`src/rtl/tconv_pkg.sv`:
```
package tconv_pkg;

  localparam int unsigned DATA_W = 32;

  // Conversion constants
  localparam logic signed [DATA_W-1:0] NUM_K       = 32'sd1627604160;
  localparam logic signed [DATA_W-1:0] GAIN_BASE   = 32'sd10000;
  localparam logic signed [DATA_W-1:0] CODE_OFFSET = 32'sd3350;
  localparam logic signed [DATA_W-1:0] TEMP_SCALE  = 32'sd500;
  localparam logic signed [DATA_W-1:0] BOGUS_LIMIT = 32'sd200000;
  localparam int unsigned              FRAC_SHIFT  = 3;
  localparam logic signed [DATA_W-1:0] MAX_SEED    = 32'sh8000_0000;

  // Fallback calibration
  localparam int unsigned DEF_GAIN = 512;
  localparam int unsigned DEF_REF  = 260;
  localparam int unsigned DEF_TEMP = 40;
  localparam int          DEF_TRIM = 0;

  typedef enum logic [1:0] {
    ST_IDLE = 2'd0,
    ST_DIV1 = 2'd1,
    ST_DIV2 = 2'd2,
    ST_CONV = 2'd3
  } phase_t;

endpackage

```
`src/rtl/tconv_divider.sv`:
```
module tconv_divider #(
  parameter int unsigned W = 32
) (
  input  logic                clk,
  input  logic                rst,
  input  logic                go,
  input  logic signed [W-1:0] dividend,
  input  logic signed [W-1:0] divisor,
  output logic signed [W-1:0] quot,
  output logic                done
);
  localparam int unsigned CNT_W = (W > 1) ? $clog2(W) : 1;
  localparam logic [CNT_W-1:0] LAST = CNT_W'(W - 1);

  logic [W-1:0]     rem_q, dvd_q, dsr_q;
  logic [CNT_W-1:0] cnt_q;
  logic             busy_q, neg_q, zero_q;

  logic [W:0]   trial, diff;
  logic         fits;
  logic [W-1:0] rem_nxt, dvd_nxt, mag_a, mag_b;

  always_comb begin
    mag_a   = dividend[W-1] ? (W'(0) - dividend) : dividend;
    mag_b   = divisor[W-1]  ? (W'(0) - divisor)  : divisor;
    trial   = {rem_q, dvd_q[W-1]};
    diff    = trial - {1'b0, dsr_q};
    fits    = ~diff[W];
    rem_nxt = fits ? diff[W-1:0] : trial[W-1:0];
    dvd_nxt = {dvd_q[W-2:0], fits};
  end

  // Restoring division, one quotient bit per cycle; zero divisor yields 0
  always_ff @(posedge clk) begin
    if (rst) begin
      rem_q  <= '0;
      dvd_q  <= '0;
      dsr_q  <= '0;
      cnt_q  <= '0;
      busy_q <= 1'b0;
      neg_q  <= 1'b0;
      zero_q <= 1'b0;
      quot   <= '0;
      done   <= 1'b0;
    end else begin
      done <= 1'b0;
      if (go && !busy_q) begin
        busy_q <= 1'b1;
        cnt_q  <= '0;
        rem_q  <= '0;
        dvd_q  <= mag_a;
        dsr_q  <= mag_b;
        neg_q  <= dividend[W-1] ^ divisor[W-1];
        zero_q <= (divisor == '0);
      end else if (busy_q) begin
        rem_q <= rem_nxt;
        dvd_q <= dvd_nxt;
        cnt_q <= cnt_q + 1'b1;
        if (cnt_q == LAST) begin
          busy_q <= 1'b0;
          done   <= 1'b1;
          quot   <= zero_q ? '0 : (neg_q ? (W'(0) - dvd_nxt) : dvd_nxt);
        end
      end
    end
  end

  AST_DIV_DONE_PULSE: assert property (@(posedge clk) disable iff (rst)
    done |=> !done);
  AST_DIV_LAUNCH: assert property (@(posedge clk) disable iff (rst)
    (go && !busy_q) |=> (busy_q && !done));

endmodule

```
`src/rtl/tconv_point.sv`:
```
module tconv_point
  import tconv_pkg::*;
#(
  parameter int unsigned RAW_W = 12,
  parameter int unsigned REF_W = 9,
  parameter int unsigned CT_W  = 6
) (
  input  logic        [RAW_W-1:0]  raw,
  input  logic        [REF_W-1:0]  ref_code,
  input  logic        [CT_W-1:0]   cal_temp,
  input  logic signed [DATA_W-1:0] scale,
  output logic signed [DATA_W-1:0] val
);
  logic signed [DATA_W-1:0] delta, prod, term, base, conv;

  always_comb begin
    delta = $signed({{(DATA_W-RAW_W){1'b0}}, raw})
          - $signed({{(DATA_W-REF_W){1'b0}}, ref_code})
          - CODE_OFFSET;
    prod  = scale * delta;
    term  = prod >>> FRAC_SHIFT;
    base  = $signed({{(DATA_W-CT_W){1'b0}}, cal_temp}) * TEMP_SCALE;
    conv  = base - term;
    val   = (conv > BOGUS_LIMIT) ? '0 : conv;
  end

endmodule

```
`src/rtl/tconv_bank.sv`:
```
module tconv_bank
  import tconv_pkg::*;
#(
  parameter int unsigned NSENS    = 4,
  parameter int unsigned RAW_IN_W = 16,
  parameter int unsigned RAW_W    = 12,
  parameter int unsigned GE_W     = 10,
  parameter int unsigned REF_W    = 9,
  parameter int unsigned CT_W     = 6,
  parameter int unsigned TRIM_W   = 7,
  parameter int unsigned COEF_W   = 8,
  localparam int unsigned CNT_W   = $clog2(NSENS + 1)
) (
  input  logic                       clk,
  input  logic                       rst,
  input  logic                       start,
  input  logic [CNT_W-1:0]           sens_cnt,
  input  logic [NSENS*RAW_IN_W-1:0]  raw_codes,
  input  logic                       cal_valid,
  input  logic [GE_W-1:0]            cal_gain_err,
  input  logic [NSENS*REF_W-1:0]     cal_ref,
  input  logic [CT_W-1:0]            cal_temp,
  input  logic signed [TRIM_W-1:0]   cal_trim,
  input  logic [COEF_W-1:0]          slope_coef,
  output logic [NSENS*DATA_W-1:0]    temp_out,
  output logic signed [DATA_W-1:0]   temp_max,
  output logic                       done
);
  localparam int unsigned IDX_W = (NSENS > 1) ? $clog2(NSENS) : 1;
  localparam logic [CNT_W-1:0] NS_MAX = CNT_W'(NSENS);

  phase_t st_q;
  logic [CNT_W-1:0]  n_q;
  logic [IDX_W-1:0]  idx_q;
  logic [RAW_W-1:0]  raw_q [NSENS];
  logic [REF_W-1:0]  ref_q [NSENS];
  logic [GE_W-1:0]   ge_q;
  logic [CT_W-1:0]   temp_q;
  logic signed [TRIM_W-1:0] trim_q;
  logic [COEF_W-1:0] coef_q;
  logic signed [DATA_W-1:0] q1_q, scale_q, max_q;
  logic signed [DATA_W-1:0] res_q [NSENS];
  logic div_go_q, done_q;

  logic [RAW_W-1:0] raw_in [NSENS];
  logic [REF_W-1:0] ref_in [NSENS];
  logic [NSENS*(RAW_IN_W-RAW_W)-1:0] raw_hi_unused;

  // Unpack inputs, keep low code bits, pack results
  for (genvar i = 0; i < NSENS; i++) begin : g_lane
    assign raw_in[i] = raw_codes[i*RAW_IN_W +: RAW_W];
    assign raw_hi_unused[i*(RAW_IN_W-RAW_W) +: (RAW_IN_W-RAW_W)] =
      raw_codes[i*RAW_IN_W+RAW_W +: (RAW_IN_W-RAW_W)];
    assign ref_in[i] = cal_ref[i*REF_W +: REF_W];
    assign temp_out[i*DATA_W +: DATA_W] = res_q[i];
  end

  // Shared divider operand selection
  logic signed [DATA_W-1:0] div_dvd, div_dsr, div_quot;
  logic                     div_done;
  logic signed [DATA_W-1:0] coef_ext, trim_ext, gain_ext;

  always_comb begin
    coef_ext = $signed({{(DATA_W-COEF_W){1'b0}}, coef_q});
    trim_ext = {{(DATA_W-TRIM_W){trim_q[TRIM_W-1]}}, trim_q};
    gain_ext = $signed({{(DATA_W-GE_W){1'b0}}, ge_q});
    if (st_q == ST_DIV2) begin
      div_dvd = q1_q;
      div_dsr = GAIN_BASE + gain_ext;
    end else begin
      div_dvd = NUM_K;
      div_dsr = coef_ext + trim_ext;
    end
  end

  tconv_divider #(.W(DATA_W)) u_div (
    .clk      (clk),
    .rst      (rst),
    .go       (div_go_q),
    .dividend (div_dvd),
    .divisor  (div_dsr),
    .quot     (div_quot),
    .done     (div_done)
  );

  logic signed [DATA_W-1:0] pt_val;

  tconv_point #(.RAW_W(RAW_W), .REF_W(REF_W), .CT_W(CT_W)) u_point (
    .raw      (raw_q[idx_q]),
    .ref_code (ref_q[idx_q]),
    .cal_temp (temp_q),
    .scale    (scale_q),
    .val      (pt_val)
  );

  logic last_pt;
  assign last_pt = ({{(CNT_W-IDX_W){1'b0}}, idx_q} == (n_q - 1'b1));

  always_ff @(posedge clk) begin
    if (rst) begin
      st_q     <= ST_IDLE;
      n_q      <= '0;
      idx_q    <= '0;
      ge_q     <= '0;
      temp_q   <= '0;
      trim_q   <= '0;
      coef_q   <= '0;
      q1_q     <= '0;
      scale_q  <= '0;
      max_q    <= '0;
      div_go_q <= 1'b0;
      done_q   <= 1'b0;
      for (int i = 0; i < NSENS; i++) begin
        raw_q[i] <= '0;
        ref_q[i] <= '0;
        res_q[i] <= '0;
      end
    end else begin
      div_go_q <= 1'b0;
      done_q   <= 1'b0;
      unique case (st_q)
        ST_IDLE: begin
          if (start) begin
            n_q      <= (sens_cnt > NS_MAX) ? NS_MAX : sens_cnt;
            coef_q   <= slope_coef;
            ge_q     <= cal_valid ? cal_gain_err : GE_W'(DEF_GAIN);
            temp_q   <= cal_valid ? cal_temp     : CT_W'(DEF_TEMP);
            trim_q   <= cal_valid ? cal_trim     : TRIM_W'(DEF_TRIM);
            for (int i = 0; i < NSENS; i++) begin
              raw_q[i] <= raw_in[i];
              ref_q[i] <= cal_valid ? ref_in[i] : REF_W'(DEF_REF);
              res_q[i] <= '0;
            end
            max_q    <= MAX_SEED;
            idx_q    <= '0;
            div_go_q <= 1'b1;
            st_q     <= ST_DIV1;
          end
        end
        ST_DIV1: begin
          if (div_done) begin
            q1_q     <= div_quot;
            div_go_q <= 1'b1;
            st_q     <= ST_DIV2;
          end
        end
        ST_DIV2: begin
          if (div_done) begin
            scale_q <= div_quot;
            idx_q   <= '0;
            if (n_q == '0) begin
              done_q <= 1'b1;
              st_q   <= ST_IDLE;
            end else begin
              st_q <= ST_CONV;
            end
          end
        end
        ST_CONV: begin
          res_q[idx_q] <= pt_val;
          if (pt_val > max_q) max_q <= pt_val;
          if (last_pt) begin
            done_q <= 1'b1;
            st_q   <= ST_IDLE;
          end else begin
            idx_q <= idx_q + 1'b1;
          end
        end
        default: st_q <= ST_IDLE;
      endcase
    end
  end

  assign temp_max = max_q;
  assign done     = done_q;

  AST_DONE_PULSE: assert property (@(posedge clk) disable iff (rst)
    done_q |=> !done_q);
  AST_DONE_IDLE: assert property (@(posedge clk) disable iff (rst)
    done_q |-> (st_q == ST_IDLE));
  AST_FILTER_CAP: assert property (@(posedge clk) disable iff (rst)
    (st_q == ST_CONV) |-> (pt_val <= BOGUS_LIMIT));
  AST_MAX_RISES: assert property (@(posedge clk) disable iff (rst)
    (st_q == ST_CONV) |=> (max_q >= $past(max_q)));
  AST_BUSY_HOLD: assert property (@(posedge clk) disable iff (rst)
    (st_q != ST_IDLE) |=> ($stable(n_q) && $stable(temp_q) && $stable(ge_q)));
  AST_COUNT_CLAMP: assert property (@(posedge clk) disable iff (rst)
    (st_q != ST_IDLE) |-> (n_q <= NS_MAX));

endmodule

```
`config.mk`:
```
export PLATFORM = sky130hd
export DESIGN_NAME = tconv_bank
export DESIGN_NICKNAME = d
export VERILOG_FILES = /design/src/rtl/tconv_pkg.sv /design/src/rtl/tconv_divider.sv /design/src/rtl/tconv_point.sv /design/src/rtl/tconv_bank.sv
export SDC_FILE = /design/constraint.sdc
export NUM_CORES = 2
export LEC_CHECK = 0
export ABC_AREA = 1
export BUFFER_PORTS_ARGS = -buffer_cell sky130_fd_sc_hd__buf_2
export CAP_MARGIN = 25
export CORE_ASPECT_RATIO = 0.8
export CORE_MARGIN = 10
export CORE_UTILIZATION = 50
export CTS_BUF_LIST = sky130_fd_sc_hd__clkbuf_8
export CTS_CLUSTER_SIZE = 24
export DETAILED_ROUTE_END_ITERATION = 8
export PLACE_DENSITY_LB_ADDON = 0.2
export SETUP_SLACK_MARGIN = 0.02
export SLEW_MARGIN = 25
export SYNTH_ARGS = -nofsm -noshare
export SYNTH_HDL_FRONTEND = slang
export SYNTH_HIERARCHICAL = 1
export SYNTH_SLANG_ARGS = --single-unit
```
`constraint.sdc`:
```
create_clock -name clk -period 35.4 [get_ports clk]
set_input_delay 0 -clock clk [delete_from_list [all_inputs] [get_ports clk]]
set_output_delay 0 -clock clk [all_outputs]
set_load 0.01 [all_outputs]
```
==> flow_summary.json <==
{
  "slew_headroom": 0.249,
  "setup_tns_ps": 0,
  "status": "completed",
  "syn_to_final_growth_pct": 12.1,
  "cap_violations": 0,
  "hold_path.class": "primary input to flip-flop",
  "yosys_warnings": 6,
  "clk_pin_slew_ps": 60,
  "r2r-end": "temp_max[13]",
  "cts_tree": "done",
  "multi_input_area_um2": 26900,
  "final.fill_count": 8234,
  "syn-mean-instance-area_um2": 7.66,
  "hold_slack_ps": 64.3,
  "drc": 0,
  "insertion_delay_ps": 720,
  "grt_pass1_wl_mm": 209,
  "path_max_fanout": 43,
  "io_buffers": 282,
  "crit_top_cell": "nand2_1",
  "antenna_found_initial": 4,
  "cts_max_level": 3,
  "viasPerCell": 5.23,
  "grt_usage": 0.256,
  "whs_endpoint": "coef_q[4]",
  "die-height_um": 287,
  "synth_top_area_share": 0.191,
  "numCtsBuffers": 82,
  "initial_core_util": 0.506,
  "crit_type": "flip-flop to flip-flop",
  "rr_worst_depth": 68,
  "cts_num_sinks": 487,
  "dr_wl_met3_mm": 9.79,
  "synthMostInstantiatedCell": "inv_1",
  "synth_edf_count": 212,
  "wl_met2_mm": 59.5,
  "yosysTopAreaCell": "fa_1",
  "ff2ff_setup_slack_ps": 19460,
  "drtPass1Iterations": 6,
  "synth_nets": 6653,
  "register_area_um2": 11900,
  "cpMaxStageDelayCell": "nand2_2",
  "power_leakage_nw": 25.0,
  "detail-route-antenna-nets": 0,
  "met1_length_mm": 56.8,
  "fp.dieArea_um2": 101000,
  "ios": 299,
  "topRoutingLayerUsed": "met4",
  "hold-path-cell-count": 3,
  "syn-cell-area_um2": 44500,
  "maxSlewViolCount": 0,
  "period_share": 0.450,
  "powerDensity_nw_per_um2": 75.2,
  "ir_worst_vdd_mv": 0.116,
  "async_flop_share": 0,
  "hold_viol_final": 0,
  "dp_hpwl_mm": 98.8,
  "skew_ps": 58.6,
  "seq_area_frac_synth": 0.267,
  "arrival_ps": 16550,
  "critical-path-max-stage-delay_ps": 600,
  "drt-wirelength-per-cell_um": 17.7,
  "tightestPinTransition_ps": 1110,
  "drtIter0Drc": 3207,
  "min_from": "slope_coef[4]",
  "cp-start-kind": "flip-flop",
  "core_area_um2": 87900,
  "vias": 38700,
  "yosys-top-cells-count": "1,249 x inv_1, 1,093 x nand2_1, 657 x nor2_1, 424 x fa_1, 310 x a21oi_1",
  "gp_congestion": 0.922,
  "grt_max_degree": 103,
  "wirelength_mm": 131,
  "power_mw": 3.75,
  "fin_crit_ps": 15940,
  "grt_pass1_vias": 37600,
  "timing.fmax_mhz": 62.7,
  "ys_ff_latch": 487,
  "synthTopCellsByArea": "fa_1 19%, edfxtp_1 14%, dfxtp_1 12%",
  "overflow": 0,
  "rows": 97,
  "endpoint_kind": "flip-flop",
  "cp.required_ps": 36010,
  "setup_violations": 0,
  "rsz0062_at_grt": "no",
  "ys_types": 68,
  "cts_root_buffer": "clkbuf_8",
  "die_x_um": 354,
  "synthFlopType": "dfxtp_1",
  "cts_buffer_depth": 3,
  "synth_cells": 5806,
  "layout-drive-gt1-share": 0.100,
  "nNetsFinal": 6982
}
[cells in the final DEF (no fill, tap or decap), types with 186 or more instances in the layout]
master and count:
o21ai_0 186, dfxtp_1 274, edfxtp_1 212, nand2_1 1091
inv_1 1272, nor2_1 653, nand3_1 263, ha_1 285
a21oi_1 310, fa_1 424, buf_2 282
[logic make-up after synthesis]
kind of cell / after synthesis / synth area share
adder cells (fa/ha/maj): 709 / 0.271
buffers and inverters: 1510 / 0.130
AO/OA/AOI/OAI: 758 / 0.0987
XOR/XNOR: 107 / 0.0212
flip-flops: 487 / 0.267
AND/OR/NAND/NOR: 2235 / 0.212
[flip-flops by register name, summed over array words and instances, names as in the netlist, 2 cells and up, named ones only]
| signal | flops |
|---|---|
| ge_q | 10 |
| temp_q | 6 |
| trim_q | 7 |
| u_div/dsr_q | 32 |
| res_q | 128 |
| n_q | 3 |
| temp_max | 32 |
| coef_q | 8 |
| idx_q | 2 |
| u_div/dvd_q | 32 |
| raw_q | 48 |
| st_q | 2 |
| u_div/quot | 32 |
| q1_q | 32 |
| ref_q | 36 |
| u_div/rem_q | 32 |
| u_div/cnt_q | 5 |
| scale_q | 32 |
[worst max-delay path: cells and delay by family, from the launching register on]
kind,cells,cell delay [ps]
AOI/OAI and AO/OA,9,2190
xor gates and xnor gates,2,400
adders and majority gates,14,6100
buffers and inverters,13,1950
DFF,1,310
and+or+nand+nor,30,4830
[cell type report]
type | instances | area share
Clock buffer | 92 | 0.0254
Inverter | 1278 | 0.0962
Multi-Input combinational cell | 3809 | 0.538
Antenna cell | 5 | 0.000251
Sequential cell | 487 | 0.238
Tap cell | 1188 | 0.0298
Timing Repair Buffer | 477 | 0.0644
Clock inverter | 58 | 0.00738
[per-stage QoR]
stage	util	cells	worst slack, ps	instance area [um2]
6_report	0.568	7394	19460	49900
5_1_grt	0.568	7393	18150	49900
4_1_cts	0.567	7389	19560	49900
3_5_place_dp	0.534	7106	19620	46900
3_3_place_gp	0.534	7106	19900	46900
2_1_floorplan	-	5806	22730	44500
[report_power, final]
| group | switching, mW | internal, mW | total [mW] | leakage [nW] |
|---|---|---|---|---|
| sequential | 0.0461 | 0.691 | 0.737 | 4.52 |
| combinational | 1.80 | 0.707 | 2.51 | 19.5 |
| clock | 0.245 | 0.263 | 0.508 | 0.933 |
[worst max path at each step]
stage | endpoint | cells after the start | slack, ps
after floorplan | temp_max[11] | 75 | 22730
after global placement | temp_max[29] | 68 | 19900
after detailed placement | temp_max[10] | 68 | 19620
after CTS | temp_max[10] | 68 | 19560
after global routing | temp_max[12] | 66 | 18150
final | temp_max[13] | 68 | 19460
[metal layers]
layer / GRT usage / vias up
met5: 0 / -
met4: 0.0895 / 0
met3: 0.0415 / 237
met2: 0.408 / 1319
met1: 0.351 / 18500
li1: - / 18600
[repair_timing]
action                                 CTS  global route
endpoints found under the hold margin  141             0
setup buffers                            0             0
hold buffers                           133             0
resized for setup                        0             0
(Power assumes the default switching activity.)
